File: src/rtl/cu_pkg.sv
package cu_pkg;
  typedef enum logic [2:0] {
    PH_IDLE  = 3'd0,
    PH_READ  = 3'd1,
    PH_EXEC  = 3'd2,
    PH_WAIT  = 3'd3,
    PH_WRITE = 3'd4
  } phase_t;
endpackage

File: src/rtl/cu_src_port.sv
module cu_src_port #(
  parameter int DW = 16
) (
  input  logic          clk,
  input  logic          rst_n,
  input  logic          start,
  input  logic          active,
  input  logic          sub_in,
  input  logic [DW-1:0] sub_val,
  input  logic          maskn,
  input  logic          go,
  input  logic [DW-1:0] din,
  output logic          rel,
  output logic          done,
  output logic [DW-1:0] opnd
);
  logic          got_q;
  logic          sub_q;
  logic [DW-1:0] val_q;

  assign rel  = active & ~sub_q & ~maskn & ~got_q;
  assign done = got_q | sub_q | maskn | (rel & go);
  assign opnd = val_q;

  always_ff @(posedge clk or negedge rst_n) begin
    if (!rst_n) begin
      got_q <= 1'b0;
      sub_q <= 1'b0;
      val_q <= '0;
    end else if (start) begin
      got_q <= 1'b0;
      sub_q <= sub_in;
      val_q <= sub_in ? sub_val : '0;
    end else if (rel && go) begin
      got_q <= 1'b1;
      val_q <= din;
    end
  end

  AST_RD_REL_DROP: assert property (@(posedge clk) disable iff (!rst_n) rel && go |=> !rel);
  AST_RD_CAPTURE: assert property (@(posedge clk) disable iff (!rst_n) rel && go |=> opnd == $past(din));
endmodule

File: src/rtl/cu_dst_port.sv
module cu_dst_port #(
  parameter int DW = 16
) (
  input  logic          clk,
  input  logic          rst_n,
  input  logic          load,
  input  logic          want,
  input  logic [DW-1:0] din,
  input  logic          go,
  output logic          rel,
  output logic [DW-1:0] dout
);
  logic          pend_q;
  logic [DW-1:0] data_q;

  assign rel  = pend_q;
  assign dout = data_q;

  always_ff @(posedge clk or negedge rst_n) begin
    if (!rst_n) begin
      pend_q <= 1'b0;
      data_q <= '0;
    end else if (load) begin
      pend_q <= want;
      data_q <= din;
    end else if (pend_q && go) begin
      pend_q <= 1'b0;
    end
  end

  AST_WR_REL_HOLD: assert property (@(posedge clk) disable iff (!rst_n) rel && !go |=> rel);
  AST_WR_REL_DROP: assert property (@(posedge clk) disable iff (!rst_n) rel && go |=> !rel);
  AST_WR_DATA_HOLD: assert property (@(posedge clk) disable iff (!rst_n) rel |=> $stable(dout));
endmodule

File: src/rtl/cu_ctrl.sv
module cu_ctrl
  import cu_pkg::*;
(
  input  logic   clk,
  input  logic   rst_n,
  input  logic   issue,
  input  logic   all_read,
  input  logic   is_nop,
  input  logic   alu_in_ready,
  input  logic   alu_out_valid,
  input  logic   wr_left,
  output phase_t phase,
  output logic   start,
  output logic   load,
  output logic   alu_in_valid,
  output logic   alu_out_ready,
  output logic   busy
);
  phase_t nxt;

  assign start         = issue && (phase == PH_IDLE);
  assign load          = (phase == PH_WAIT) && alu_out_valid;
  assign alu_in_valid  = (phase == PH_EXEC);
  assign alu_out_ready = (phase == PH_WAIT);
  assign busy          = (phase != PH_IDLE);

  always_comb begin
    nxt = phase;
    unique case (phase)
      PH_IDLE:  if (issue) nxt = PH_READ;
      PH_READ:  if (all_read) nxt = is_nop ? PH_IDLE : PH_EXEC;
      PH_EXEC:  if (alu_in_ready) nxt = PH_WAIT;
      PH_WAIT:  if (alu_out_valid) nxt = PH_WRITE;
      PH_WRITE: if (!wr_left) nxt = PH_IDLE;
      default:  nxt = PH_IDLE;
    endcase
  end

  always_ff @(posedge clk or negedge rst_n) begin
    if (!rst_n) phase <= PH_IDLE;
    else        phase <= nxt;
  end

  AST_ISSUE_TAKEN: assert property (@(posedge clk) disable iff (!rst_n) (phase == PH_IDLE) && issue |=> busy);
  AST_ISSUE_IGNORED: assert property (@(posedge clk) disable iff (!rst_n)
    (phase inside {PH_EXEC, PH_WAIT, PH_WRITE}) && issue |=> phase != PH_READ);
endmodule

File: src/rtl/comp_unit.sv
module comp_unit
  import cu_pkg::*;
#(
  parameter int DW   = 16,
  parameter int NSRC = 2,
  parameter int NDST = 2,
  parameter int OPW  = 3
) (
  input  logic              clk,
  input  logic              rst_n,
  input  logic              issue_i,
  input  logic [OPW-1:0]    op_kind_i,
  input  logic              op_inv_i,
  input  logic              op_zero_a_i,
  input  logic              op_imm_ok_i,
  input  logic [DW-1:0]     op_imm_i,
  input  logic              op_rc_i,
  output logic              busy_o,
  input  logic [NSRC-1:0]   rd_maskn_i,
  output logic [NSRC-1:0]   rd_rel_o,
  input  logic [NSRC-1:0]   rd_go_i,
  input  logic [NSRC*DW-1:0] src_i,
  output logic              alu_in_valid_o,
  input  logic              alu_in_ready_i,
  output logic [OPW-1:0]    alu_op_o,
  output logic              alu_inv_o,
  output logic [NSRC*DW-1:0] alu_opnd_o,
  input  logic              alu_out_valid_i,
  output logic              alu_out_ready_o,
  input  logic [NDST*DW-1:0] alu_res_i,
  input  logic [NDST-1:0]   alu_ok_i,
  output logic [NDST-1:0]   wr_rel_o,
  input  logic [NDST-1:0]   wr_go_i,
  output logic [NDST-1:0]   wr_mask_o,
  output logic [NDST*DW-1:0] dest_o
);
  localparam logic [OPW-1:0] KIND_NOP = '0;
  localparam int FLAG_PORT = NDST - 1;

  phase_t phase;
  logic   start, load, all_read, wr_left;

  logic [OPW-1:0] kind_q;
  logic           inv_q, rc_q;
  logic [NDST-1:0] mask_q;

  always_ff @(posedge clk or negedge rst_n) begin
    if (!rst_n) begin
      kind_q <= '0;
      inv_q  <= 1'b0;
      rc_q   <= 1'b0;
    end else if (start) begin
      kind_q <= op_kind_i;
      inv_q  <= op_inv_i;
      rc_q   <= op_rc_i;
    end
  end

  logic [NSRC-1:0]         src_done;
  logic [NSRC-1:0]         sub_en;
  logic [NSRC-1:0][DW-1:0] sub_val;

  for (genvar g = 0; g < NSRC; g++) begin : g_src
    if (g == 0) begin : g_zero
      assign sub_en[g]  = op_zero_a_i;
      assign sub_val[g] = '0;
    end else if (g == 1) begin : g_imm
      assign sub_en[g]  = op_imm_ok_i;
      assign sub_val[g] = op_imm_i;
    end else begin : g_plain
      assign sub_en[g]  = 1'b0;
      assign sub_val[g] = '0;
    end

    cu_src_port #(.DW(DW)) u_src (
      .clk     (clk),
      .rst_n   (rst_n),
      .start   (start),
      .active  (phase == PH_READ),
      .sub_in  (sub_en[g]),
      .sub_val (sub_val[g]),
      .maskn   (rd_maskn_i[g]),
      .go      (rd_go_i[g]),
      .din     (src_i[g*DW +: DW]),
      .rel     (rd_rel_o[g]),
      .done    (src_done[g]),
      .opnd    (alu_opnd_o[g*DW +: DW])
    );
  end

  assign all_read = &src_done;

  logic [NDST-1:0] want;

  for (genvar j = 0; j < NDST; j++) begin : g_dst
    if (j == FLAG_PORT) begin : g_flag
      assign want[j] = alu_ok_i[j] & rc_q;
    end else begin : g_data
      assign want[j] = alu_ok_i[j];
    end

    cu_dst_port #(.DW(DW)) u_dst (
      .clk   (clk),
      .rst_n (rst_n),
      .load  (load),
      .want  (want[j]),
      .din   (alu_res_i[j*DW +: DW]),
      .go    (wr_go_i[j]),
      .rel   (wr_rel_o[j]),
      .dout  (dest_o[j*DW +: DW])
    );
  end

  assign wr_left = |(wr_rel_o & ~wr_go_i);

  always_ff @(posedge clk or negedge rst_n) begin
    if (!rst_n)    mask_q <= '0;
    else if (load) mask_q <= ~want;
  end

  assign wr_mask_o = (phase == PH_WRITE) ? mask_q : '0;
  assign alu_op_o  = kind_q;
  assign alu_inv_o = inv_q;

  cu_ctrl u_ctrl (
    .clk           (clk),
    .rst_n         (rst_n),
    .issue         (issue_i),
    .all_read      (all_read),
    .is_nop        (kind_q == KIND_NOP),
    .alu_in_ready  (alu_in_ready_i),
    .alu_out_valid (alu_out_valid_i),
    .wr_left       (wr_left),
    .phase         (phase),
    .start         (start),
    .load          (load),
    .alu_in_valid  (alu_in_valid_o),
    .alu_out_ready (alu_out_ready_o),
    .busy          (busy_o)
  );

  AST_ALU_IN_HOLD: assert property (@(posedge clk) disable iff (!rst_n)
    alu_in_valid_o && !alu_in_ready_i |=> alu_in_valid_o && $stable(alu_opnd_o));
  AST_IDLE_QUIET: assert property (@(posedge clk) disable iff (!rst_n)
    !busy_o |-> (rd_rel_o == '0) && (wr_rel_o == '0));
  AST_WR_KEEPS_BUSY: assert property (@(posedge clk) disable iff (!rst_n)
    |(wr_rel_o & ~wr_go_i) |=> busy_o);
  AST_NOP_NO_ALU: assert property (@(posedge clk) disable iff (!rst_n)
    busy_o && (alu_op_o == KIND_NOP) |-> !alu_in_valid_o && (wr_rel_o == '0));
endmodule

File: config.mk
export PLATFORM = sky130hd
export DESIGN_NAME = comp_unit
export DESIGN_NICKNAME = d
export VERILOG_FILES = /design/src/rtl/cu_pkg.sv /design/src/rtl/cu_src_port.sv /design/src/rtl/cu_dst_port.sv /design/src/rtl/cu_ctrl.sv /design/src/rtl/comp_unit.sv
export SDC_FILE = /design/constraint.sdc
export NUM_CORES = 1
export LEC_CHECK = 0
export BUFFER_PORTS_ARGS = -buffer_cell sky130_fd_sc_hd__buf_2
export CAP_MARGIN = 30
export CORE_ASPECT_RATIO = 1.2
export CORE_MARGIN = 5
export CORE_UTILIZATION = 48
export CTS_BUF_LIST = sky130_fd_sc_hd__clkbuf_8
export DETAILED_ROUTE_END_ITERATION = 7
export PLACE_DENSITY = 0.89
export SLEW_MARGIN = 20
export SYNTH_ARGS = -nofsm -noshare
export SYNTH_HDL_FRONTEND = slang
export SYNTH_SLANG_ARGS = --single-unit
File: constraint.sdc
create_clock -name clk -period 2 [get_ports clk]
set_input_delay 0 -clock clk [delete_from_list [all_inputs] [get_ports clk]]
set_output_delay 0 -clock clk [all_outputs]
set_load 0.01 [all_outputs]
; Yosys cells after proc, flatten, opt, wreduce, memory -nomap -nowiden
; Cells that the tools add are included.
[op_classes]
n_mux = 21
n_reduce_logical = 16
n_eq_ne = 9
bitwise = 24
[ops]
columns = cell, count
row1 = 2-to-1 mux 16 bit, 5
row2 = 2-to-1 mux 3 bit, 5
row3 = one-hot mux 3 bit (5 select lines), 1
row4 = AND 1 bit, 9
row5 = 2-to-1 mux 1 bit, 8
row6 = "!= test 2 bit, second input constant", 4
row7 = nonzero test 2 bit, 4
row8 = "== test 3 x 2 -> 1 bit, second input constant", 2
row9 = logical AND 1 bit, 6
row10 = logical NOT 3 bit, 2
row11 = inverter 1 bit, 6
row12 = bitwise OR 1 bit, 6
row13 = AND reduction 5 bit, 1
row14 = 2-to-1 mux 2 bit, 2
row15 = inverter 2 bit, 2
row16 = "== test 3 x 1 -> 1 bit, second input constant", 1
row17 = "== test 3 bit, second input constant", 1
row18 = nonzero test 3 bit, 1
row19 = AND 2 bit, 1
row20 = "!= test 2 x 1 -> 1 bit, second input constant", 1
row21 = AND reduction 2 bit, 1
row22 = OR reduction 2 bit, 1
[totals]
reg_bits = 80
elab_cells = 85

; Depth between registers and ports, before layout
; Gate-level depths: netlist (run 1).
[depth]
ltp_word = 9
ltp_mapped = 6

; Modules after synthesis
; A second synthesis (run 1) with hierarchy kept.
[hier_totals]
hier_cells = 394
hier_area_um2 = 4132.7
[by_module_without_submodules]
columns = module, instances, seq_area_each_um2, area_per_inst_um2, cells_each
row1 = cu_src_port, 2, 450.4, 1126.1, 135
row2 = cu_dst_port, 2, 425.4, 681.9, 38
row3 = comp_unit, 1, 175.2, 321.6, 26
row4 = cu_ctrl, 1, 75.1, 195.2, 22

; Least setup slack after synthesis (run 1)
; Ideal clock, no wire load.
[synth_path]
path_type = register to register
start = register u_ctrl.phase[1]
end = register g_src[1].u_src.val_q[10]
arrival_time_ns = 1.604
path_slack_ns = 0.271
n_path_buf = 3
stages_incl_launch_ff = 7
required_time_ns = 1.875
synth_period_minus_slack_ns = 1.729
path_cell_list = dfrtp_1 > buf_2 > nor3b_4 > a31o_1 > buf_4 > buf_8 > mux2_4
[synth_via]
elab_chain_len = 6
[synth_lines]
columns = element, line
row1 = start: declaration, cu_ctrl.sv:12  ; output phase_t phase,
row2 = start signal: assignment, cu_ctrl.sv:41  ; else phase <= nxt;
row3 = == test 3 x 1 -> 1 bit, comp_unit.sv:79  ; .active (phase == PH_READ),
row4 = AND 1 bit (3 in a row), cu_src_port.sv:21  ; assign rel = active & ~sub_q & ~maskn & ~got_q;
row5 = logical AND 1 bit, cu_src_port.sv:34  ; end else if (rel && go) begin
row6 = nonzero test 2 bit (no line), n/a
row7 = end signal: assignment, cu_src_port.sv:33  ; val_q <= sub_in ? sub_val : '0;
row8 = end signal: assignment, cu_src_port.sv:36  ; val_q <= din;
row9 = end: declaration, cu_src_port.sv:19  ; logic [DW-1:0] val_q;
; Parallel ways exist; a longest one is shown, timed or not.
; A chain may end at the register's enable or synchronous reset.

; Worst setup path in the final report (run 1)
[layout_path]
start = register u_ctrl.phase[2]
end = register g_src[1].u_src.got_q
[layout_via]
elab_chain_len = 6
[layout_lines]
columns = element, line
row1 = == test 3 x 1 -> 1 bit, comp_unit.sv:79
row2 = AND 1 bit (3 in a row), cu_src_port.sv:21
row3 = logical AND 1 bit, cu_src_port.sv:34
row4 = nonzero test 2 bit (no line), n/a
row5 = end signal: assignment, cu_src_port.sv:27  ; got_q <= 1'b0;
row6 = end signal: assignment, cu_src_port.sv:31  ; got_q <= 1'b0;
row7 = end signal: assignment, cu_src_port.sv:35  ; got_q <= 1'b1;
row8 = end: declaration, cu_src_port.sv:17  ; logic got_q;
; Parallel ways exist; a longest one is shown, timed or not.

==> parameters.txt, run 1 <==
Parameter                              Value

Setup path
  Data arrival, critical path ... 2.11 ns
  Buffers and inverters on the worst path ... 2
  CP Data Required Time ... 2.26 ns
  Startpoint-to-endpoint class of the critical path ... flop to flop
  Cell type of the slowest stage on the worst timing path ... sky130_fd_sc_hd__dlygate4sd3_1
  Delay contributed by the slowest stage of the critical path ... 0.58 ns
  CP Capture Type ... flop
  Top delay family on crit path ... buffers and inverters
  Sequence of cells on the critical path ... nor3b_4, buf_4, nand3_1, dlygate4sd3_1, a21oi_1
  CP Launch Type ... flop
  Crit-path max FO ... 9

Clock tree
  Clock Latency Late Sink ... 0.34 ns
  Inserted Clock Buffers ... 9
  CTS tree ... yes
  Number of buffers on the longest clock path ... 2
  Worst-path clk slew ... 0.08 ns
  Clock sink total ... 80
  Resized Gates After CTS ... 0
  CTS H-tree depth ... 3
  Root Driver ... sky130_fd_sc_hd__clkbuf_8

Run
  Number of max-capacitance violations reported ... 0

Drt
  Number of antenna-violating nets in the routed design ... 0
  Starting DRT DRC Count ... 112
  Via total after detailed routing ... 3468
  First-pass DRT Iterations ... 4
  Routed wire length ... 11100 um
  Routed length per instance ... 16.2 um
  Ratio of routed vias to standard cells ... 5.07
  DRC errors left ... 0

Floorplan
  Y dimension of the die ... 106 um
  Area inside the core boundary ... 7580 um2
  Die Wd ... 90.1 um
  I/O pin cnt ... 177
  Effective utilization at floorplan ... 0.487
  Standard-cell row count ... 35
  Die Outline Area ... 9550 um2

Yosys
  Synth Net Count ... 452
  Proportion of synthesized chip area in sequential cells ... 0.542
  Yosys warning total ... 0
  Flip-flop and latch count after synthesis ... 80
  Prevailing post-synth register cell ... sky130_fd_sc_hd__dfrtp_1
  EDFF count, synth ... 0
  Share of the synthesized area in the top cell type ... 0.542
  Average cell area after synthesis ... 10.5 um2
  Syn Std Cell Area ... 3690 um2
  Cell type with the largest total area after synthesis ... sky130_fd_sc_hd__dfrtp_1
  Share of async-settable or async-resettable flops after synthesis ... 1.00
  Post-Synthesis Cells ... 352
  Unique cell type count in the Yosys netlist ... 36
  Dominant cells by area after synthesis ... sky130_fd_sc_hd__dfrtp_1, sky130_fd_sc_hd__nand2_1, sky130_fd_sc_hd__mux2_2, sky130_fd_sc_hd__mux2i_1, sky130_fd_sc_hd__mux2_4

STA
  Endpoints failing hold ... 0
  Setup TNS Final ... 0 ns
  Maximum clock frequency ... 540 MHz
  Final Hold Slack ... 0.0212 ns
  Ratio of final minimum period to clock period ... 0.926
  Setup clock skew after layout ... 0.00930 ns
  Fin crit period ... 1.85 ns
  Setup WS post-layout ... 0.147 ns
  Total setup violations reported at the end of the flow ... 0
  Worst slew margin relative to its limit ... 0.720
  Unrepaired setup endpoints after global routing ... false
  Max-slew violation count ... 0
  Actual transition at the worst max-transition pin ... 0.420 ns

Layout
  Total number of nets in the final design ... 688
  Ant diodes ... 0
  Number of cells in the finished layout apart from fillers ... 684
  Area Overhead vs Synth ... 47.8%
  Area of all placed cells without fillers ... 5460 um2
  Fraction of final layout cells with drive strength greater than 1 ... 0.409

Pwr
  Power per cell area ... 1290 nW/um2
  Standby leakage power ... 3.00 nW
  Worst vdd rail ir drop ... 0.797 mV

Placement
  Final HPWL DP ... 7100 um
  Routability congestion estimate ... 0.772
  Post-place instance area ... 4650 um2
  Count of input and output buffers ... 176
  # placed instances ... 607
  Setup Slack @ Placement ... 0.277 ns

Global routing
  First-pass GRT wire length ... 18000 um
  Number of antenna violations at the first check in global routing ... 0
  Residual overflow from global routing ... 0
  Overall fraction of global-route tracks in use ... 0.232
  Pin count of the biggest net entering global routing ... 50
  Number of global-route vias before repair ... 3786

Outcome
  Status ... finished, final reports clean

Min path
  Min-Delay Path Class ... primary input to flop
registers in the layout, indices dropped and copies added, names as in the netlist, 2 cells and up:
register,cells
alu_op_o,3
g_dst.u_dst.dout,32
mask_q,2
g_dst.u_dst.rel,2
g_src.u_src.sub_q,2
u_ctrl.phase,3
g_src.u_src.got_q,2
g_src.u_src.opnd,32
worst register-to-register path, stage by stage, from the launching register on:
cell                            delay, ns
sky130_fd_sc_hd__dfrtp_1             0.50
sky130_fd_sc_hd__nor3b_4             0.31
sky130_fd_sc_hd__buf_4               0.17
sky130_fd_sc_hd__nand3_1             0.07
sky130_fd_sc_hd__dlygate4sd3_1       0.58
sky130_fd_sc_hd__a21oi_1             0.15
cell usage in the layout (no fill, tap or decap), types with 2 or more instances in the layout:
master,netlist,routed
sky130_fd_sc_hd__a21oi_1,4,4
sky130_fd_sc_hd__and2_1,5,5
sky130_fd_sc_hd__buf_12,0,2
sky130_fd_sc_hd__buf_2,4,175
sky130_fd_sc_hd__buf_4,8,9
sky130_fd_sc_hd__clkbuf_8,0,9
sky130_fd_sc_hd__clkinv_2,0,3
sky130_fd_sc_hd__dfrtp_1,80,80
sky130_fd_sc_hd__dlygate4sd3_1,0,62
sky130_fd_sc_hd__inv_1,20,20
sky130_fd_sc_hd__mux2_2,28,28
sky130_fd_sc_hd__mux2_4,10,10
sky130_fd_sc_hd__mux2i_1,16,16
sky130_fd_sc_hd__nand2_1,117,117
sky130_fd_sc_hd__nor2_1,4,4
sky130_fd_sc_hd__nor2b_1,22,22
sky130_fd_sc_hd__nor3_1,2,2
sky130_fd_sc_hd__nor4_1,2,2
sky130_fd_sc_hd__or3_1,2,2
cells in the mapped netlist, types with 5 or more instances:
cell	number
sky130_fd_sc_hd__and2_1	5
sky130_fd_sc_hd__dfrtp_1	80
sky130_fd_sc_hd__mux2_4	10
sky130_fd_sc_hd__mux2_2	28
sky130_fd_sc_hd__inv_1	20
sky130_fd_sc_hd__mux2i_1	16
sky130_fd_sc_hd__nand2_1	117
sky130_fd_sc_hd__nor2b_1	22
sky130_fd_sc_hd__clkbuf_1	6
sky130_fd_sc_hd__buf_4	8
metrics by stage:
step                      power, mW  utilization
after detailed placement       5.75        0.614
final                          7.02        0.720
after global routing           7.47        0.720
after global placement         5.58        0.614
after CTS                      7.00        0.720
after floorplan                4.57            -
layout make-up:
| class | instances | area [um2] |
|---|---|---|
| Fill cell | 524 | 2120 |
| Sequential cell | 80 | 2000 |
| Timing Repair Buffer | 248 | 1600 |
| Multi-Input combinational cell | 229 | 1480 |
| Clock inverter | 6 | 61.3 |
| Clock buffer | 9 | 124 |
| Tap cell | 92 | 115 |
| Inverter | 20 | 75.1 |
cell families (layout without fill, tap and decap cells):
kind of cell | after synthesis | count (layout) | share of synthesized area
flops | 80 | 80 | 0.542
mux | 55 | 55 | 0.172
compound gates | 12 | 12 | 0.0224
simple gates | 162 | 162 | 0.205
buf+inv | 43 | 283 | 0.0583
final timing paths:
path                                                     start                             endpoint  slack [ns]  cells after the start
max                                u_ctrl.phase[2]$_DFFE_PN0P_     g_src[1].u_src.got_q$_DFFE_PN0P_        0.15                      5
min                                            alu_out_valid_i          u_ctrl.phase[1]$_DFFE_PN0P_        0.02                      4
max reg2reg                        u_ctrl.phase[2]$_DFFE_PN0P_     g_src[1].u_src.got_q$_DFFE_PN0P_        0.15                      5
min reg2reg                g_dst[0].u_dst.dout[15]$_DFFE_PN0P_  g_dst[0].u_dst.dout[15]$_DFFE_PN0P_        0.48                      2
max in group asynchronous                                rst_n   g_src[0].u_src.opnd[8]$_DFFE_PN0P_        1.25                      3
min in group asynchronous                                rst_n   g_dst[1].u_dst.dout[0]$_DFFE_PN0P_        0.13                      2
metal layers:
metal	GRT usage	share of wire
met1	0.256	0.38
met5	0	0
met3	0.0729	0.086
met2	0.403	0.50
met4	0.111	0.032
what timing repair did:
action                    in CTS  in global routing
hold buffers                  62                  0
buffers inserted               0                  0
hold endpoints to repair     140                  0
power by group:
| part | switching [mW] | internal (mW) | total (mW) |
|---|---|---|---|
| Sequential | 0.446 | 2.35 | 2.79 |
| Combinational | 1.56 | 1.52 | 3.09 |
| Clock | 0.572 | 0.566 | 1.14 |
| Total | 2.58 | 4.44 | 7.02 |
No activity file was read; power rests on OpenSTA's default activity.
==> inputs of run 2 (changes only) <==
--- a/config.mk
+++ b/config.mk
@@ -13,7 +13,7 @@
 export CTS_BUF_LIST = sky130_fd_sc_hd__clkbuf_8
 export DETAILED_ROUTE_END_ITERATION = 7
 export PLACE_DENSITY = 0.89
-export SLEW_MARGIN = 20
+export SLEW_MARGIN = 40
 export SYNTH_ARGS = -nofsm -noshare
 export SYNTH_HDL_FRONTEND = slang
 export SYNTH_SLANG_ARGS = --single-unit
==> constraint.sdc (replaced) <==
create_clock -name clk -period 2 [get_ports clk]
set_input_delay 0.4 -clock clk [delete_from_list [all_inputs] [get_ports clk]]
set_output_delay 0.4 -clock clk [all_outputs]
set_load 0.01 [all_outputs]
==> parameters.txt, run 2 (synthesized netlist as in run 1, its figures left out) <==
Parameter                              Value

Global routing
  First-pass GRT wire length ... 15300 um (-15%)
  Residual overflow from global routing ... 0 (unchanged)
  Overall fraction of global-route tracks in use ... 0.196 (-0.0351)
  Pin count of the biggest net entering global routing ... 42 (-16%)
  Number of antenna violations at the first check in global routing ... 1 (+1)
  Number of global-route vias before repair ... 3201 (-15%)

Clock tree
  Root Driver ... sky130_fd_sc_hd__clkbuf_8
  Clock sink total ... 80 (unchanged)
  CTS H-tree depth ... 3 (unchanged)
  Inserted Clock Buffers ... 9 (unchanged)
  Worst-path clk slew ... 0.08 ns (about the same)
  Number of buffers on the longest clock path ... 2 (unchanged)
  CTS tree ... yes
  Clock Latency Late Sink ... 0.34 ns (about the same)

Setup path
  Length in cells of the worst reg-to-reg path ... 5 (unchanged)
  Startpoint-to-endpoint class of the critical path ... flop to output pin
  Crit-path max FO ... 3 (-6)
  Startpoint of the worst-slack reg-to-reg timing path ... u_ctrl.phase[2]$_DFFE_PN0P_
  Data arrival, critical path ... 1.45 ns (-0.66 ns)
  CP Launch Type ... flop
  Capturing element of the worst setup path ... rd_rel_o[0]
  Beginning of the critical path ... g_src[0].u_src.sub_q$_DFFE_PN0P_
  CP Capture Type ... output pin
  Destination of the worst register-to-register timing path ... g_src[1].u_src.opnd[0]$_DFFE_PN0P_
  Setup slack of the most critical reg-to-reg path ... 0.26 ns (+0.11 ns)
  CP Data Required Time ... 1.60 ns (-0.66 ns)

STA
  Ratio of final minimum period to clock period ... 0.927 (about the same)
  Max-slew violation count ... 0 (unchanged)
  Fin crit period ... 1.85 ns (+0.00101 ns)
  Total setup violations reported at the end of the flow ... 0 (unchanged)
  Setup TNS Final ... 0 ns (unchanged)
  Worst slew margin relative to its limit ... 0.652 (-0.0677)
  Setup clock skew after layout ... 0.0128 ns (+0.00347 ns)
  Actual transition at the worst max-transition pin ... 0.522 ns (+0.102 ns)
  Endpoints failing hold ... 0 (unchanged)
  Unrepaired setup endpoints after global routing ... false
  Maximum clock frequency ... 539 MHz (about the same)

Drt
  DRC errors left ... 0 (unchanged)
  Routed wire length ... 9260 um (-17%)
  Ratio of routed vias to standard cells ... 4.84 (-4.6%)
  Routed length per instance ... 14.8 um (-8.6%)
  First-pass DRT Iterations ... 4 (unchanged)
  Number of antenna-violating nets in the routed design ... 0 (unchanged)
  Starting DRT DRC Count ... 69 (-38%)
  Via total after detailed routing ... 3018 (-13%)

Placement
  Routability congestion estimate ... 0.749 (-3.1%)
  Count of input and output buffers ... 176 (unchanged)
  Post-place instance area ... 4640 um2 (-0.16%)
  Final HPWL DP ... 7120 um (+0.25%)
  # placed instances ... 606 (-0.16%)

Pwr
  Standby leakage power ... 2.77 nW (-7.7%)
  Worst vdd rail ir drop ... 0.863 mV (+8.2%)
  Final Total Pwr ... 7.03 mW (+0.19%)
  Power per cell area ... 1430 nW/um2 (+12%)

Floorplan
  Effective utilization at floorplan ... 0.487 (unchanged)
  Die Outline Area ... 9550 um2 (unchanged)
  Die Wd ... 90.1 um (unchanged)
  Area inside the core boundary ... 7580 um2 (unchanged)
  Y dimension of the die ... 106 um (unchanged)
  Standard-cell row count ... 35 (unchanged)
  I/O pin cnt ... 177 (unchanged)

Layout
  Area of all placed cells without fillers ... 4900 um2 (-10%)
  Ant diodes ... 0 (unchanged)
  Area Overhead vs Synth ... 32.7%
  Leading cell types in the layout, fill and taps excluded ... sky130_fd_sc_hd__buf_2, sky130_fd_sc_hd__nand2_1, sky130_fd_sc_hd__dfrtp_1
  Final cell utilization of the core ... 0.647 (-0.0733)
  Layout fillers ... 636 (+21%)
  Total number of nets in the final design ... 627 (-8.9%)
  Fraction of final layout cells with drive strength greater than 1 ... 0.466 (+0.0574)
  Number of cells in the finished layout apart from fillers ... 624 (-8.8%)
  Leading cell type in the layout, fill and taps excluded ... sky130_fd_sc_hd__buf_2

Run
  Number of max-capacitance violations reported ... 0 (unchanged)

Outcome
  Status ... finished, final reports clean

Min path
  Min-Delay Path Class ... primary input to asynchronous set/reset pin
[run 2: layout make-up]
cell class / instances / area, um2 / share of cell area
tap: 92 / 115 / 0.0235
sequential: 80 / 2000 / 0.409
clock inverter: 7 / 103 / 0.0209
clock buffer: 9 / 124 / 0.0253
multi-input combinational: 229 / 1490 / 0.304
timing repair buffer: 187 / 991 / 0.202
inverter: 20 / 75.1 / 0.0153
[run 2: timing repair]
action / CTS / global route
hold buffers: 0 / 0
endpoints found under the setup margin: 0 / 6
gates resized for setup: 0 / 5
setup buffers: 0 / 2
[run 2: critical path, cell delays in order (launching register included)]
cell                      delay, ns
sky130_fd_sc_hd__dfrtp_1       0.40
sky130_fd_sc_hd__nor3_1        0.37
sky130_fd_sc_hd__and2_1        0.21
sky130_fd_sc_hd__buf_2         0.14
[run 2: metal layers]
| metal | up-vias | wire (um) | share of wire | global-route usage |
|---|---|---|---|---|
| met2 | 121 | 4690 | 0.51 | 0.343 |
| met5 | - | 13 | 0.0014 | 0 |
| met1 | 1415 | 3530 | 0.38 | 0.221 |
| met4 | 2 | 167 | 0.018 | 0.0691 |
| li1 | 1464 | - | - | - |
| met3 | 16 | 850 | 0.092 | 0.0715 |
[run 2: metrics by stage]
stage,hold WS [ns],setup slack [ns]
after floorplan,0.104,0.271
after detailed placement,0.413,0.234
final,0.0314,0.146
after global routing,0.0599,0.0224
after global placement,0.408,0.308
after CTS,0.0285,0.00699
[run 2: worst min-delay path by stage]
stage	start	endpoint	slack, ns
2_1_floorplan	rst_n	alu_inv_o$_DFFE_PN0P_	0.10
3_3_place_gp	rst_n	g_dst[0].u_dst.dout[15]$_DFFE_PN0P_	0.41
3_5_place_dp	rst_n	g_dst[1].u_dst.dout[5]$_DFFE_PN0P_	0.41
4_1_cts	rst_n	g_dst[1].u_dst.dout[5]$_DFFE_PN0P_	0.03
5_1_grt	rst_n	g_dst[1].u_dst.dout[5]$_DFFE_PN0P_	0.06
6_report	rst_n	g_dst[1].u_dst.dout[0]$_DFFE_PN0P_	0.03
[run 2: where the power goes]
part,internal [mW],switching [mW]
registers,2.35,0.416
logic,1.46,1.48
clock network,0.716,0.602
total,4.53,2.50
